File: src/rtl/irqr_pkg.sv
package irqr_pkg;

    localparam int DEST_W = 8;
    localparam int VEC_W  = 8;
    localparam int FMT_W  = 4;

    localparam logic [DEST_W-1:0] DEST_BCAST  = 8'hFF;
    localparam logic [FMT_W-1:0]  FMT_FLAT    = 4'hF;
    localparam logic [FMT_W-1:0]  FMT_CLUSTER = 4'h0;

    typedef enum logic [1:0] {
        SH_NONE   = 2'd0,
        SH_SELF   = 2'd1,
        SH_ALL    = 2'd2,
        SH_OTHERS = 2'd3
    } shorthand_e;

    typedef enum logic [2:0] {
        DM_FIXED  = 3'd0,
        DM_LOWEST = 3'd1,
        DM_SMI    = 3'd2,
        DM_RSVD   = 3'd3,
        DM_NMI    = 3'd4,
        DM_INIT   = 3'd5,
        DM_START  = 3'd6,
        DM_EXTINT = 3'd7
    } dmode_e;

    typedef struct packed {
        shorthand_e        sh;
        logic [DEST_W-1:0] dest;
        logic              logical;
        dmode_e            mode;
        logic [VEC_W-1:0]  vec;
        logic              level;
        logic              trig;
    } cmd_t;

    function automatic cmd_t decode_cmd(input logic [31:0] lo, input logic [31:0] hi);
        cmd_t c;
        c.sh      = shorthand_e'(lo[19:18]);
        c.dest    = hi[31:24];
        c.logical = lo[11];
        c.mode    = dmode_e'(lo[10:8]);
        c.vec     = lo[7:0];
        c.level   = lo[14];
        c.trig    = lo[15];
        return c;
    endfunction

    function automatic logic logical_hit(input logic [DEST_W-1:0] dest,
                                         input logic [DEST_W-1:0] ld,
                                         input logic [FMT_W-1:0]  fmt);
        if (fmt == FMT_FLAT)
            return |(dest & ld);
        else if (fmt == FMT_CLUSTER)
            return (dest[7:4] == ld[7:4]) && (|(dest[3:0] & ld[3:0]));
        else
            return 1'b0;
    endfunction

    function automatic logic is_arb_sync(input cmd_t c);
        return (c.mode == DM_INIT) && !c.level && c.trig;
    endfunction

endpackage

File: src/rtl/irqr_unit_match.sv
module irqr_unit_match
    import irqr_pkg::*;
#(
    parameter int N = 8
) (
    input  logic [DEST_W-1:0]   dest,
    input  logic [N*DEST_W-1:0] unit_id,
    input  logic [N*DEST_W-1:0] unit_ldest,
    input  logic [N*FMT_W-1:0]  unit_fmt,
    input  logic [N-1:0]        unit_en,
    output logic [N-1:0]        phys_hit,
    output logic [N-1:0]        log_hit
);

    for (genvar i = 0; i < N; i++) begin : g_unit
        logic [DEST_W-1:0] id_i;
        logic [DEST_W-1:0] ld_i;
        logic [FMT_W-1:0]  fmt_i;

        assign id_i  = unit_id[i*DEST_W +: DEST_W];
        assign ld_i  = unit_ldest[i*DEST_W +: DEST_W];
        assign fmt_i = unit_fmt[i*FMT_W +: FMT_W];

        assign phys_hit[i] = unit_en[i] && (id_i == dest);
        assign log_hit[i]  = unit_en[i] && logical_hit(dest, ld_i, fmt_i);
    end

endmodule

File: src/rtl/irqr_first_set.sv
module irqr_first_set #(
    parameter int N = 8
) (
    input  logic [N-1:0] vec_in,
    output logic [N-1:0] vec_out
);

    localparam logic [N-1:0] ONE = N'(1);

    assign vec_out = vec_in & (~vec_in + ONE);

endmodule

File: src/rtl/irqr_scope.sv
module irqr_scope
    import irqr_pkg::*;
#(
    parameter int N     = 8,
    parameter int IDX_W = 3
) (
    input  shorthand_e       sh,
    input  logic [IDX_W-1:0] self_idx,
    input  logic [N-1:0]     unit_en,
    input  logic [N-1:0]     addressed,
    output logic [N-1:0]     scoped
);

    localparam logic [N-1:0] ONE = N'(1);

    logic [N-1:0] self_bit;

    assign self_bit = ONE << self_idx;

    always_comb begin
        unique case (sh)
            SH_NONE:   scoped = addressed;
            SH_SELF:   scoped = self_bit & unit_en;
            SH_ALL:    scoped = unit_en;
            SH_OTHERS: scoped = unit_en & ~self_bit;
            default:   scoped = '0;
        endcase
    end

endmodule

File: src/rtl/irqr_top.sv
module irqr_top
    import irqr_pkg::*;
#(
    parameter int NUM_UNITS = 8,
    parameter int IDX_W     = (NUM_UNITS > 1) ? $clog2(NUM_UNITS) : 1
) (
    input  logic                        clk,
    input  logic                        rst,
    input  logic                        req_valid,
    input  logic [31:0]                 cmd_lo,
    input  logic [31:0]                 cmd_hi,
    input  logic [IDX_W-1:0]            self_idx,
    input  logic [NUM_UNITS*DEST_W-1:0] unit_id,
    input  logic [NUM_UNITS*DEST_W-1:0] unit_ldest,
    input  logic [NUM_UNITS*FMT_W-1:0]  unit_fmt,
    input  logic [NUM_UNITS-1:0]        unit_en,
    output logic                        tgt_valid,
    output logic [NUM_UNITS-1:0]        tgt_mask,
    output logic [NUM_UNITS-1:0]        arb_mask,
    output logic [VEC_W-1:0]            tgt_vector,
    output logic [2:0]                  tgt_mode
);

    cmd_t cmd;
    assign cmd = decode_cmd(cmd_lo, cmd_hi);

    logic [NUM_UNITS-1:0] phys_hit;
    logic [NUM_UNITS-1:0] log_hit;
    logic [NUM_UNITS-1:0] phys_first;
    logic [NUM_UNITS-1:0] addressed;
    logic [NUM_UNITS-1:0] scoped;
    logic [NUM_UNITS-1:0] lowest;
    logic [NUM_UNITS-1:0] selected;
    logic                 arb_sync;

    irqr_unit_match #(.N(NUM_UNITS)) u_match (
        .dest       (cmd.dest),
        .unit_id    (unit_id),
        .unit_ldest (unit_ldest),
        .unit_fmt   (unit_fmt),
        .unit_en    (unit_en),
        .phys_hit   (phys_hit),
        .log_hit    (log_hit)
    );

    irqr_first_set #(.N(NUM_UNITS)) u_phys_first (
        .vec_in  (phys_hit),
        .vec_out (phys_first)
    );

    always_comb begin
        if (cmd.logical)
            addressed = log_hit;
        else if (cmd.dest == DEST_BCAST)
            addressed = unit_en;
        else
            addressed = phys_first;
    end

    irqr_scope #(.N(NUM_UNITS), .IDX_W(IDX_W)) u_scope (
        .sh        (cmd.sh),
        .self_idx  (self_idx),
        .unit_en   (unit_en),
        .addressed (addressed),
        .scoped    (scoped)
    );

    irqr_first_set #(.N(NUM_UNITS)) u_lp_first (
        .vec_in  (scoped),
        .vec_out (lowest)
    );

    assign selected = (cmd.mode == DM_LOWEST) ? lowest : scoped;
    assign arb_sync = is_arb_sync(cmd);

    always_ff @(posedge clk) begin
        if (rst) begin
            tgt_valid  <= 1'b0;
            tgt_mask   <= '0;
            arb_mask   <= '0;
            tgt_vector <= '0;
            tgt_mode   <= '0;
        end else begin
            tgt_valid <= req_valid;
            if (req_valid) begin
                tgt_mask   <= arb_sync ? '0 : selected;
                arb_mask   <= arb_sync ? selected : '0;
                tgt_vector <= cmd.vec;
                tgt_mode   <= cmd.mode;
            end
        end
    end

endmodule

File: config.mk
export PLATFORM = sky130hd
export DESIGN_NAME = irqr_top
export DESIGN_NICKNAME = d
export VERILOG_FILES = /design/src/rtl/irqr_pkg.sv /design/src/rtl/irqr_unit_match.sv /design/src/rtl/irqr_first_set.sv /design/src/rtl/irqr_scope.sv /design/src/rtl/irqr_top.sv
export SDC_FILE = /design/constraint.sdc
export NUM_CORES = 1
export LEC_CHECK = 0
export ABC_CLOCK_PERIOD_IN_PS = 4400
export CAP_MARGIN = 15
export CORE_ASPECT_RATIO = 1.2
export CORE_MARGIN = 8
export CORE_UTILIZATION = 36
export CTS_BUF_LIST = sky130_fd_sc_hd__clkbuf_16
export CTS_CLUSTER_SIZE = 12
export DETAILED_ROUTE_END_ITERATION = 7
export PLACE_DENSITY = 0.85
export SLEW_MARGIN = 10
export SYNTH_ARGS = -nofsm -noshare
export SYNTH_HDL_FRONTEND = slang
export SYNTH_HIERARCHICAL = 1
export SYNTH_SLANG_ARGS = --single-unit
File: constraint.sdc
create_clock -name clk -period 4.4 [get_ports clk]
set_input_delay 1.32 -clock clk [delete_from_list [all_inputs] [get_ports clk]]
set_output_delay 1.32 -clock clk [all_outputs]
set_load 0.005 [all_outputs]
### Word-level counts from Yosys, hierarchy flattened

Index checks and enable logic that the tools add are counted.

| word-level totals | value |
|---|---|
| flip-flop bits (word level) | 28 |
| bits of input ports | 238 |
| logic and storage cells | 135 |

| operators by class | value |
|---|---|
| add/sub/neg operators | 2 |
| equality and inequality tests | 30 |
| shift-type cells | 1 |
| multiplexer cells | 22 |
| bitwise logic cells | 23 |
| reduce and logical (&&, ||, !) cells | 52 |

Operator list:

| kind | number |
|---|---|
| $and A8 B8 Y8 | 12 |
| $eq A8 B8 Y1 | 8 |
| $reduce_or A8 Y1 | 8 |
| $mux W8 | 5 |
| $and A4 B4 Y4 | 8 |
| $eq A4 B4 Y1 | 8 |
| $eq A4 B4 Y1 const B | 8 |
| $logic_not A4 Y1 | 8 |
| $pmux W8 S4 | 1 |
| $reduce_or A4 Y1 | 8 |
| $logic_and A1 B1 Y1 | 26 |
| $not A8 Y8 | 3 |
| $add A8 B1 Y8 const B | 2 |
| $mux W1 | 16 |
| $eq A8 B8 Y1 const B | 1 |
| $shl A1 B3 Y8 const A | 1 |
| $eq A2 B2 Y1 const B | 2 |
| $eq A3 B1 Y1 const B | 1 |
| $eq A3 B3 Y1 const B | 1 |
| $eq A2 B1 Y1 const B | 1 |
| $logic_not A2 Y1 | 1 |
| $logic_not A1 Y1 | 1 |

### Longest topological paths before layout

| depth | value |
|---|---|
| depth after elaboration | 13 |
| mapped depth | 17 |
| depth with buffers taken out | 15 |

### By module

The synthesis kept the hierarchy.

By module, submodules not included:

| module | instances | cells each | area each (um^2) | sequential area each (um^2) |
|---|---|---|---|---|
| irqr_unit_match | 1 | 204 | 1771.7 | 0.0 |
| irqr_top | 1 | 156 | 1326.3 | 560.5 |
| irqr_scope | 1 | 55 | 394.1 | 0.0 |
| irqr_first_set | 2 | 10 | 83.8 | 0.0 |

### Worst setup path before layout

Ideal clock, no wire load.

| timing path | value |
|---|---|
| kind | input -> register |
| from | input cmd_hi[26] |
| to | register tgt_mask[6] |
| setup time | 86 ps |
| arrival | 3789 ps |
| data required time | 4314 ps |
| setup slack | 526 ps |
| stages on the path | 15 |
| cells stage by stage | buf_6 > buf_6 > xnor2_1 > nand4_1 > nor4_2 > and2b_2 > o21ai_0 > a31oi_1 > mux2i_1 > o221ai_1 > nor4_2 > and3_2 > nor2b_1 > a222oi_1 > a211oi_1 |

| on the way | value |
|---|---|
| longest elaborated chain between the ends | 13 |
| elaborated cells on any way between the ends | 82 |
| those cells by class | add/sub: 2; eq/ne: 8; mux: 19; bitwise: 18; reduce/logical: 35 |

Ends and longest elaborated chain:

| item | RTL line | text |
|---|---|---|
| start, declared | irqr_top.sv:11 | `input logic [31:0] cmd_hi,` |
| $eq A8 B8 Y1 | irqr_unit_match.sv:24 | `assign phys_hit[i] = unit_en[i] && (id_i == dest);` |
| $logic_and A1 B1 Y1 | irqr_unit_match.sv:24 |  |
| named net phys_hit[0] | irqr_top.sv:27 | `logic [NUM_UNITS-1:0] phys_hit;` |
| $not A8 Y8 | irqr_first_set.sv:10 | `assign vec_out = vec_in & (~vec_in + ONE);` |
| $add A8 B1 Y8 | irqr_first_set.sv:10 |  |
| $and A8 B8 Y8 | irqr_first_set.sv:10 |  |
| named net phys_first[1] | irqr_top.sv:29 | `logic [NUM_UNITS-1:0] phys_first;` |
| $mux W8 | irqr_top.sv:54 | `else if (cmd.dest == DEST_BCAST)` |
| [1 not listed] | -- |  |
| named net addressed[1] | irqr_top.sv:30 | `logic [NUM_UNITS-1:0] addressed;` |
| $pmux W8 S4 | irqr_scope.sv:21 | `unique case (sh)` |
| named net scoped[1] | irqr_top.sv:31 | `logic [NUM_UNITS-1:0] scoped;` |
| $not A8 Y8 | irqr_first_set.sv:10 |  |
| $add A8 B1 Y8 | irqr_first_set.sv:10 |  |
| $and A8 B8 Y8 | irqr_first_set.sv:10 |  |
| named net lowest[6] | irqr_top.sv:32 | `logic [NUM_UNITS-1:0] lowest;` |
| $mux W8 | irqr_top.sv:73 | `assign selected = (cmd.mode == DM_LOWEST) ? lowest : scoped;` |
| $mux W8 | irqr_top.sv:86 | `tgt_mask <= arb_sync ? '0 : selected;` |
| end signal, assigned | irqr_top.sv:86 |  |
| end, declared | irqr_top.sv:18 | `output logic [NUM_UNITS-1:0] tgt_mask,` |

The timed path passes the listed nets, and every way through them passes these cells.
A chain may end at the register's enable or synchronous reset.

### Worst setup path after layout

| timing path | value |
|---|---|
| from | input unit_ldest[4] |
| to | register tgt_mask[7] |

| on the way | value |
|---|---|
| longest elaborated chain between the ends | 12 |
| elaborated cells on any way between the ends | 14 |
| those cells by class | add/sub: 1; eq/ne: 1; mux: 6; bitwise: 3; reduce/logical: 3 |

Ends and longest elaborated chain:

| item | RTL line | text |
|---|---|---|
| start, declared | irqr_top.sv:14 | `input logic [NUM_UNITS*DEST_W-1:0] unit_ldest,` |
| $eq A4 B4 Y1 | irqr_pkg.sv:57 | `return (dest[7:4] == ld[7:4]) && (\|(dest[3:0] & ld[3:0]));` |
| $logic_and A1 B1 Y1 | irqr_pkg.sv:57 |  |
| $mux W1 | irqr_pkg.sv:56 | `else if (fmt == FMT_CLUSTER)` |
| $mux W1 (*) | irqr_pkg.sv:54 | `if (fmt == FMT_FLAT)` |
| $logic_and A1 B1 Y1 (*) | irqr_unit_match.sv:25 | `assign log_hit[i] = unit_en[i] && logical_hit(dest, ld_i, fmt_i);` |
| named net log_hit[0] | irqr_top.sv:28 | `logic [NUM_UNITS-1:0] log_hit;` |
| $mux W8 (*) | irqr_top.sv:52 | `if (cmd.logical)` |
| named net addressed[0] | irqr_top.sv:30 |  |
| $pmux W8 S4 (*) | irqr_scope.sv:21 |  |
| named net scoped[0] | irqr_top.sv:31 |  |
| $not A8 Y8 (*) | irqr_first_set.sv:10 |  |
| $add A8 B1 Y8 (*) | irqr_first_set.sv:10 |  |
| $and A8 B8 Y8 (*) | irqr_first_set.sv:10 |  |
| named net lowest[7] | irqr_top.sv:32 |  |
| $mux W8 (*) | irqr_top.sv:73 |  |
| $mux W8 (*) | irqr_top.sv:86 |  |

The timed path passes the listed nets; every way through them passes the cells marked *.

==> run metrics <==
status=complete, no violations; synthesized area=0.00366 mm2; max cap viols=0; minimum clock period=4280 ps; die footprint=0.0137 mm2; Die Y=126 um; reg-to-reg slack, setup=3440 ps; number of library cell types mapped by synthesis=56; Post-DRT Antenna Nets=0; NumNets Final=964; CP max FO=4; DP Wirelength=13800 um; CTS Buf Count=3; Synth async-reset ratio=0%; Seq cells post-synth=28; actual slew at the worst max-slew pin=984 ps; clock tree buffer depth=2; drt pass-1 iters=5; Final Util=67.3%; placed instance count=801; EDFF count, synth=0; Area contributors post-synth=dfxtp_1 15%, xnor2_1 13%, ha_1 11%; worst r2r src=tgt_mask[2]; CP arrival=4370 ps; most common cell in the synthesized netlist=xnor2_1; FMAX=0.234 GHz; cell taking the most area after synthesis=dfxtp_1; routing usage on met2=42.8%; Reg2Reg Depth=2; CTS tree=yes; Crit Path Class=in -> reg; required time worst endpoint=4490 ps; first-pass GRT wire length=25200 um; met3 Use GR=4.91%; Tot Pwr=1.07 mW; number of global-route vias before repair=4917; synthesized netlist cell count=435; Hold Path Sink=arb_mask[0]; final std cells w/o fill=819; largest net degree at the start of global routing=29; Port-buffer cells=225; fin. max-slew vios=0; Clock Latency Late Sink=250 ps; die width=108 um; final hold vios=0; period utilization=97.2%; CORE AREA=0.00996 mm2; Overflow after GRT=0; Hold Crit Class=reg -> reg; Worst Setup Start Kind=input pin; DRC=0; synthesized area per cell=8.41 um2; Worst Setup End Kind=flop; number of antenna diodes=0; initial antenna violation count=0; Synth Net Count=705; Routed WL=16900 um; via count=4700; fraction of layout cells with a size suffix above 1=16.6%; min-delay src=arb_mask[0]; gpl congestion=0.953; Seq/Total Area, Yosys=15.3%; Sink Count=28; Hold Path Depth=2; worst flop-to-flop path endpoint=tgt_mask[2]; # H-tree levels=1; most frequent cells after synthesis=56 x xnor2_1, 32 x ha_1, 32 x nor2_1, 28 x dfxtp_1; met1 Use GR=24.2%; main flop type after synthesis=dfxtp_1; gr usage total=22.6%; share of the synthesized area in the top cell type=15.3%; Area growth syn-to-layout=83.0%; DR vias/cell=5.74; 1st-iter DRT viols=259; initial core utilization=36.7%; Synth warnings=6; Setup violations, final=0; Row Count=40; DR WL/cell=20.7 um; Lkg Pwr=2.63 nW; Hold WS=493 ps; CTS clock-pin slew for the worst setup and hold paths=70 ps; Rel. slew slack=34.2%; Most Crowded Layer GR=met2; IO Pins=266; Clock Skews=0 ps; maximum VDD drop=0.000108 V; Power per Cell Area=160 mW/mm2; CTS root buffer=clkbuf_16
metal layers:
| layer | wire, um | vias to the layer above |
|---|---|---|
| met2 | 8810 | 265 |
| met3 | 1450 | 44 |
| met4 | 541 | 0 |
| li1 | - | 2196 |
| met1 | 6110 | 2195 |
| met5 | 0 | - |
report_power, final:
group          internal, mW  switching [mW]
Combinational         0.322           0.214
Clock                 0.181          0.0832
Sequential            0.264         0.00631
cell type report:
cell class,instances,area (um2)
clock buffers,3,75.1
clock inverters,1,30.0
fillers,728,3260
inverters,11,41.3
multi-input cells,362,2980
flip-flops and latches,28,561
well taps,126,158
repair buffers,288,2850
how the worst max path moves through the flow:
stage / startpoint / end / slack, ps / cells past startpoint
4_1_cts: cmd_hi[31] / tgt_mask[3] / -8 / 17
3_5_place_dp: cmd_hi[31] / tgt_mask[5] / -450 / 17
5_1_grt: unit_ldest[4] / tgt_mask[7] / -70 / 16
3_3_place_gp: cmd_hi[31] / tgt_mask[5] / -340 / 17
6_report: unit_ldest[4] / tgt_mask[7] / 120 / 16
2_1_floorplan: cmd_hi[26] / tgt_mask[6] / 530 / 15
stage by stage:
step           setup TNS, ps  instance area (um2)  worst slack (ps)
2_1_floorplan              0                 3660               526
3_3_place_gp           -1860                 6210              -342
3_5_place_dp           -2590                 6210              -445
4_1_cts                -13.7                 6360             -8.07
5_1_grt                 -267                 6700             -71.2
6_report                   0                 6700               122
kinds of logic after synthesis:
kind of cell | after synthesis | share of synthesized area, %
and+or+nand+nor | 154 | 26.2
AOI/OAI and AO/OA | 97 | 19.5
xor gates and xnor gates | 64 | 15.3
buffers and inverters | 45 | 8.65
adders and majority gates | 32 | 10.9
DFF | 28 | 15.3
muxes | 15 | 4.10
state kept, by name, indices dropped and copies added, names as in the netlist:
| name | count |
|---|---|
| tgt_valid | 1 |
| tgt_mode | 3 |
| tgt_mask | 8 |
| arb_mask | 8 |
| tgt_vector | 8 |
placed cells by master, fill, tap and decap left out, drive strengths merged, types with 2 or more instances in the layout:
cell type,count
a211oi,8
a21o,3
a21oi,14
a222oi,8
a22oi,16
a311oi,8
a31oi,9
a32oi,8
and2,3
and2b,2
and3,2
and3b,2
and4,13
and4b,2
buf,61
clkbuf,6
clkdlybuf4s50,213
dfxtp,28
dlymetal6s2s,11
ha,32
inv,11
mux2i,15
nand2,14
nand2b,4
nand3,19
nand4,12
nor2,32
nor2b,11
nor3b,4
nor4,26
nor4b,2
o21ai,9
o41ai,8
or3,2
xnor2,56
xor2,8
worst max-delay path: stages:
cell	delay, ps
clkdlybuf4s50_1	410
ha_1	310
nor4_2	260
a21oi_1	110
a311oi_1	280
buf_4	160
nor2_1	40
a31oi_1	180
mux2i_1	110
o21ai_1	180
a31o_1	230
nor4_4	80
and4b_1	180
nor2b_2	140
a222oi_1	270
a211oi_1	100
timing repair:
item                                    4_1_cts  5_1_grt
hold buffers                                  0        0
endpoints found under the setup margin        6        8
cloned                                        0        2
pin swaps                                     1       23
setup buffers                                 0       12
gates resized for setup                       8       45
Power figures use the tool's default switching activity.
